===== src/rtl/irq_prio_pkg.sv =====
package irq_prio_pkg;

    localparam int NUM_LVL = 8;
    localparam int LVL_W   = 3;
    localparam int NUM_GRP = 3;

    typedef enum logic [1:0] {
        GRP_A = 2'd0,
        GRP_B = 2'd1,
        GRP_C = 2'd2
    } grp_e;

    typedef struct packed {
        grp_e first;
        grp_e second;
        grp_e third;
    } grp_order_t;

    // Group order code is {cfg[7], cfg[4], cfg[1]}
    function automatic grp_order_t decode_order(input logic [2:0] code);
        grp_order_t o;
        case (code)
            3'b001:  o = '{GRP_B, GRP_C, GRP_A};
            3'b011:  o = '{GRP_B, GRP_A, GRP_C};
            3'b100:  o = '{GRP_C, GRP_A, GRP_B};
            3'b101:  o = '{GRP_C, GRP_B, GRP_A};
            3'b110:  o = '{GRP_A, GRP_C, GRP_B};
            default: o = '{GRP_A, GRP_B, GRP_C};
        endcase
        return o;
    endfunction

    function automatic logic [LVL_W-1:0] grp_base(input grp_e g);
        case (g)
            GRP_B:   return 3'd2;
            GRP_C:   return 3'd5;
            default: return 3'd0;
        endcase
    endfunction

endpackage


===== src/rtl/irq_src_pick.sv =====
module irq_src_pick #(
    parameter int N_SRC = 4,
    localparam int SRC_W = (N_SRC > 1) ? $clog2(N_SRC) : 1
) (
    input  logic [N_SRC-1:0] req,
    output logic             any,
    output logic [SRC_W-1:0] idx
);
    // Lowest index equals lowest vector address: it is scanned last so it wins
    always_comb begin
        idx = '0;
        for (int i = N_SRC - 1; i >= 0; i--) begin
            if (req[i]) idx = SRC_W'(i);
        end
        any = |req;
    end
endmodule


===== src/rtl/irq_group_arb.sv =====
module irq_group_arb (
    input  logic [2:0] act,      // member 0 is the lead, members 1 and 2 form the pair
    input  logic       pair_first,
    input  logic       pair_swap,
    output logic       any,
    output logic [1:0] idx
);
    logic       pair_any;
    logic [1:0] pair_idx;

    always_comb begin
        pair_any = act[1] | act[2];
        if (!pair_swap) pair_idx = act[1] ? 2'd1 : 2'd2;
        else            pair_idx = act[2] ? 2'd2 : 2'd1;

        if (!pair_first) idx = act[0] ? 2'd0 : pair_idx;
        else             idx = pair_any ? pair_idx : 2'd0;

        any = act[0] | pair_any;
    end
endmodule


===== src/rtl/irq_prio_resolver.sv =====
module irq_prio_resolver
    import irq_prio_pkg::*;
#(
    parameter int SRC_PER_LVL = 4,
    parameter int VEC_W       = 8,
    parameter int VEC_BASE    = 'h40,
    parameter int VEC_STEP    = 2,
    localparam int REQ_W      = NUM_LVL * SRC_PER_LVL,
    localparam int SRC_W      = (SRC_PER_LVL > 1) ? $clog2(SRC_PER_LVL) : 1
) (
    input  logic             clk,
    input  logic             rst_n,
    input  logic [REQ_W-1:0] irq_req,
    input  logic [7:0]       lvl_mask,
    input  logic [7:0]       prio_cfg,
    input  logic             glb_en,
    output logic             win_valid,
    output logic [LVL_W-1:0] win_level,
    output logic [VEC_W-1:0] win_vec
);

    typedef struct packed {
        logic             valid;
        logic [LVL_W-1:0] level;
        logic [VEC_W-1:0] vec;
    } win_t;

    win_t st_d, st_q;

    logic [NUM_LVL-1:0] src_any;
    logic [SRC_W-1:0]   src_idx [NUM_LVL];
    logic [NUM_LVL-1:0] lvl_act;

    logic       grp_any [NUM_GRP];
    logic [1:0] grp_idx [NUM_GRP];

    // Per-level source selection and qualification
    for (genvar l = 0; l < NUM_LVL; l++) begin : g_lvl
        irq_src_pick #(.N_SRC(SRC_PER_LVL)) u_pick (
            .req (irq_req[l*SRC_PER_LVL +: SRC_PER_LVL]),
            .any (src_any[l]),
            .idx (src_idx[l])
        );
        assign lvl_act[l] = src_any[l] & lvl_mask[l] & glb_en;
    end

    // Group A uses the lead/pair arbiter with the second pair member tied off
    irq_group_arb u_grp_a (
        .act        ({1'b0, lvl_act[1], lvl_act[0]}),
        .pair_first (prio_cfg[0]),
        .pair_swap  (1'b0),
        .any        (grp_any[GRP_A]),
        .idx        (grp_idx[GRP_A])
    );

    irq_group_arb u_grp_b (
        .act        (lvl_act[4:2]),
        .pair_first (prio_cfg[2]),
        .pair_swap  (prio_cfg[3]),
        .any        (grp_any[GRP_B]),
        .idx        (grp_idx[GRP_B])
    );

    irq_group_arb u_grp_c (
        .act        (lvl_act[7:5]),
        .pair_first (prio_cfg[5]),
        .pair_swap  (prio_cfg[6]),
        .any        (grp_any[GRP_C]),
        .idx        (grp_idx[GRP_C])
    );

    always_comb begin
        grp_order_t       ord;
        grp_e             slot [NUM_GRP];
        logic             found;
        logic [LVL_W-1:0] lvl;

        ord     = decode_order({prio_cfg[7], prio_cfg[4], prio_cfg[1]});
        slot[0] = ord.first;
        slot[1] = ord.second;
        slot[2] = ord.third;
        found   = 1'b0;
        lvl     = '0;

        for (int g = 0; g < NUM_GRP; g++) begin
            if (!found && grp_any[slot[g]]) begin
                found = 1'b1;
                lvl   = grp_base(slot[g]) + {1'b0, grp_idx[slot[g]]};
            end
        end

        st_d = '0;
        if (found) begin
            st_d.valid = 1'b1;
            st_d.level = lvl;
            st_d.vec   = VEC_W'(VEC_BASE + VEC_STEP *
                         (int'(lvl) * SRC_PER_LVL + int'(src_idx[lvl])));
        end
    end

    always_ff @(posedge clk or negedge rst_n) begin
        if (!rst_n) st_q <= '0;
        else        st_q <= st_d;
    end

    assign win_valid = st_q.valid;
    assign win_level = st_q.level;
    assign win_vec   = st_q.vec;

endmodule


===== config.mk =====
export PLATFORM = sky130hd
export DESIGN_NAME = irq_prio_resolver
export DESIGN_NICKNAME = d
export VERILOG_FILES = /design/src/rtl/irq_prio_pkg.sv /design/src/rtl/irq_src_pick.sv /design/src/rtl/irq_group_arb.sv /design/src/rtl/irq_prio_resolver.sv
export SDC_FILE = /design/constraint.sdc
export NUM_CORES = 1
export LEC_CHECK = 0
export BUFFER_PORTS_ARGS = -buffer_cell sky130_fd_sc_hd__buf_2
export CAP_MARGIN = 20
export CORE_ASPECT_RATIO = 0.7
export CORE_UTILIZATION = 50
export CTS_CLUSTER_SIZE = 16
export DETAILED_ROUTE_END_ITERATION = 7
export PLACE_DENSITY = 0.86
export SYNTH_ARGS = -nofsm -noshare
export SYNTH_HDL_FRONTEND = slang
export SYNTH_SLANG_ARGS = --single-unit
export TNS_END_PERCENT = 5

===== constraint.sdc =====
create_clock -name clk -period 1.3 [get_ports clk]
set_input_delay 0.13 -clock clk [delete_from_list [all_inputs] [get_ports clk]]
set_output_delay 0.13 -clock clk [all_outputs]
set_load 0.02 [all_outputs]

==> results_dict.tcl, run 1 <==
set metrics [dict create \
    place_area_um2 2300 \
    synth_area_leaders "dfrtp_1 10%, nor2_1 7.5%, a21oi_1 6.2%" \
    grt_pass1_wl_um 14800 \
    cts_made_buffers 3 \
    gr-total-overflow 15 \
    ioPinCount 63 \
    synthArstFlopShare_pct 100 \
    synth-seq-cells 6 \
    rows 15 \
    die_w_um 66.2 \
    grt_pass1_vias 2956 \
    cts.sinks 6 \
    clockBufferDepth 2 \
    start_util_pct 55.7 \
    seq_area_frac_synth_pct 10.4 \
    synth_cell_types 55 \
    synth_cells 198 \
    synth_top_area_cell "dfrtp_1" \
    clock-root-buffer "clkbuf_8" \
    synthFlopType "dfrtp_1" \
    gp_congestion 0.928 \
    haltStage "global routing" \
    cts.htree.levels 1 \
    synth_warnings 0 \
    synth_enable_flop_cells 0 \
    io_buffers 60 \
    grt_max_degree 10 \
    tool.error "[ERROR GRT-0116] Global routing finished with congestion. Check the congestion regions in the DRC Viewer." \
    die_y_um 46.9 \
    synth_area_per_cell_um2 7.29 \
    status "stopped before the end" \
    yosysTopAreaCellShare_pct 10.4 \
    track_usage_pct 67.2 \
    syn_area_um2 1440 \
    dpl.hpwl_um 4850 \
    dp_cells 361 \
]
synth_stat cells (2+ instances only):
cell and instances:
nor2_1 29, inv_1 21, a21oi_1 18, nor3_1 11, nand2_1 10, mux2i_1 9
buf_4 7, and2_1 6, dfrtp_1 6, nand3_1 6, o21ai_0 5, clkbuf_8 4
o2bb2ai_1 4, a211oi_1 3, fa_1 3, ha_1 3, nand2b_1 3, nor2b_1 3
nor4_2 3, o22ai_1 3, or4_1 3, a21o_1 2, a21o_2 2, a32oi_1 2
nor4_1 2
through the flow:
step / utilization [%] / worst slack (ps) / hold WS (ps)
CTS: 95.7 / -1620 / 268
floorplan: - / -1520 / -166
detailed placement: 88.8 / -1960 / -41.0
global placement: 88.8 / -1800 / -48.2
routing by layer:
layer  track usage [%]  overflow
met1              64.5         0
met2              92.7         8
met4              77.9         7
met5              3.13         0
met3              45.4         0
kinds of logic after synthesis:
logic type / count (synthesis) / share of synthesized area (%)
xor gates and xnor gates: 1 / 0.607
AOI/OAI and AO/OA: 54 / 27.5
DFF: 6 / 10.4
adders and majority gates: 6 / 6.77
and+or+nand+nor: 87 / 33.6
buffers and inverters: 33 / 13.7
other: 1 / 0.260
muxes: 10 / 7.20
repair_timing:
action | in CTS
gates resized for setup | 18
setup endpoints to repair | 6
pin swaps | 6
hold buffers | 1
endpoints found under the hold margin | 6
setup buffers | 2
gates cloned | 1
==> inputs of run 2 (changes only) <==
--- a/config.mk
+++ b/config.mk
@@ -7,11 +7,9 @@
 export LEC_CHECK = 0
 export BUFFER_PORTS_ARGS = -buffer_cell sky130_fd_sc_hd__buf_2
 export CAP_MARGIN = 20
-export CORE_ASPECT_RATIO = 0.7
-export CORE_UTILIZATION = 50
-export CTS_CLUSTER_SIZE = 16
+export CORE_UTILIZATION = 35
 export DETAILED_ROUTE_END_ITERATION = 7
-export PLACE_DENSITY = 0.86
+export PLACE_DENSITY_LB_ADDON = 0.15
 export SYNTH_ARGS = -nofsm -noshare
 export SYNTH_HDL_FRONTEND = slang
 export SYNTH_SLANG_ARGS = --single-unit
==> results_dict.tcl, run 2 <==
set metrics [dict create \
    vias 1912 \
    syn_area_um2 1440 \
    ant_nets 0 \
    ir_drop_uv 368 \
    cp-start-kind "input pin" \
    track_usage_pct 20.7 \
    drive_above_1_share_pct 54.9 \
    dpl.hpwl_um 3820 \
    p_int_w 0.00110 \
    ioPinCount 63 \
    period_share_pct 221 \
    fin_nets 394 \
    wl_um 4420 \
    yosysTopAreaCellShare_pct 10.4 \
    cts_setup_buffers 0 \
    crit_slowest_cell "or4_4" \
    wl_per_cell_um 11.5 \
    finalMaxSlewViolations 0 \
    finalSetupViolations 6 \
    drc_errors 0 \
    clockBufferDepth 2 \
    synth_top_area_cell "dfrtp_1" \
    layout_commonest_cell "buf_4" \
    synthArstFlopShare_pct 100 \
    path_clk_slew_ps 40 \
    die_w_um 66.2 \
    synth_cell_types 55 \
    path_max_fanout 7 \
    p_switching_w 0.000732 \
    dieArea_um2 4380 \
    start_util_pct 38.0 \
    io_buffers 60 \
    critPathCaptureType "flop" \
    synthTopCellsByCount "29 x nor2_1, 21 x inv_1, 18 x a21oi_1" \
    n_antenna_cell 0 \
    slowest_delay_ps 550 \
    max_freq_mhz 349 \
    antenna_found_initial 0 \
    utilization_pct 66.3 \
    core_area_um2 3800 \
    leakage_nw 1.26 \
    viasPerCell 4.99 \
    synthFlopType "dfrtp_1" \
    dp_cells 379 \
    grt_pass1_wl_um 7090 \
    critPathKind "in -> reg" \
    cts.sinks 6 \
    synth_area_leaders "dfrtp_1 10%, nor2_1 7.5%, a21oi_1 6.2%" \
    seq_power_share_pct 14.1 \
    die_y_um 66.2 \
    multi_input_area_um2 1220 \
    status "finished, violations left" \
    place_area_um2 2360 \
    gr-total-overflow 0 \
    worst-endpoint-required_ps 1400 \
    syn_to_final_growth_pct 74.6 \
    synth_cells 198 \
    finalInstanceArea_um2 2520 \
    fillers 358 \
    path_cells "buf_2 > or4_4 > and2_4 > a211oi_4 > mux2i_1 > mux2i_1 > ha_2 > inv_1 > fa_1 > inv_1 > a32oi_2 > mux2i_4 > a21o_2 > o2bb2ai_2 > o22ai_1" \
    finalHoldViolCount 0 \
    firstDrtPassIters 4 \
    grt_pass1_vias 1689 \
    p_per_area_nw_per_um2 726 \
    cts.htree.levels 1 \
    layout_common_cells "81 x buf_4, 59 x buf_2, 28 x nor2_1" \
    switching_share_pct 40.0 \
    cp_data_arrival_time_ps 2960 \
    setup_tns_ps -6880 \
    rows 22 \
    cts_made_buffers 3 \
    cts_tree "built" \
    gp_congestion 0.868 \
    synth_warnings 0 \
    worst_slack_ps -1570 \
    clockPowerShare_pct 14.9 \
    min-delay-path-class "in -> async" \
    rsz0062_at_grt "true" \
    clock-root-buffer "clkbuf_8" \
    cp.buffers_inverters 3 \
    yosysMostFrequentCell "nor2_1" \
    combPwrFrac_pct 71.0 \
    maxCapViolations 0 \
    grt_max_degree 12 \
    register_area_um2 150 \
    holdWs_ps 271 \
    cpLargestDelayFamily "compound AO/OA/AOI/OAI gates" \
    drtIter0Drc 66 \
    synth_area_per_cell_um2 7.29 \
    synth_enable_flop_cells 0 \
    synth-seq-cells 6 \
    layoutNonFillerInstCount 383 \
    min_period_ps 2870 \
    largest_reg_flops 4 \
    violations "setup timing" \
    seq_area_frac_synth_pct 10.4 \
]
==> run 2: cell counts after synthesis <==
No cell type changed its count.
==> run 2: worst paths after layout <==
kind,start,endpoint,slack [ps],depth (start not counted)
max in group asynchronous,rst_n,win_level[0],890,2
setup / recovery,irq_req[17],win_vec[1],-1570,15
min in group clk,irq_req[16],win_vec[1],390,5
hold / removal,rst_n,win_vec[5],270,2
==> run 2: area by class of cell <==
type | count | share of cell area [%]
well taps | 48 | 2.38
multi-input cells | 160 | 48.5
inverters | 21 | 3.13
clock buffers | 3 | 1.64
repair buffers | 145 | 38.4
flip-flops and latches | 6 | 5.96
==> run 2: metal layers <==
metal  GRT usage, %  share of wire (%)
met3           1.55                2.9
met2           37.0                 50
met4           3.46               0.72
met5              0                  0
met1           27.3                 47
==> run 2: kinds of logic (layout without fill, tap and decap cells) <==
family	count (synthesis)	count (layout)	synth area share, %
buffers and inverters	33	169	13.7
xor gates and xnor gates	1	1	0.607
adders and majority gates	6	6	6.77
other	1	2	0.260
and+or+nand+nor	87	87	33.6
DFF	6	6	10.4
muxes	10	10	7.20
AOI/OAI and AO/OA	54	54	27.5
==> run 2: power groups by stage <==
stage	Sequential, W	Combinational, W	Clock (W)
finish	0.000258	0.00130	0.000272
global route	0.000264	0.00142	0.000287
CTS	0.000259	0.00123	0.000277
detailed placement	0.000260	0.00120	0
global placement	0.000258	0.00119	0
floorplan	0.000332	0.000617	0
==> run 2: timing repair <==
action | CTS | global route
resized for setup | 9 | 11
endpoints found under the setup margin | 6 | 6
hold buffers | 1 | 0
pin swaps | 3 | 4
endpoints found under the hold margin | 6 | 0
==> run 2: per-stage QoR <==
step / setup slack (ps) / total power (W)
after detailed placement: -1860 / 0.00146
after global placement: -1820 / 0.00145
after CTS: -1630 / 0.00177
final: -1570 / 0.00183
after global routing: -1740 / 0.00197
after floorplan: -1520 / 0.000949
No activity file was read; power rests on OpenSTA's default activity.
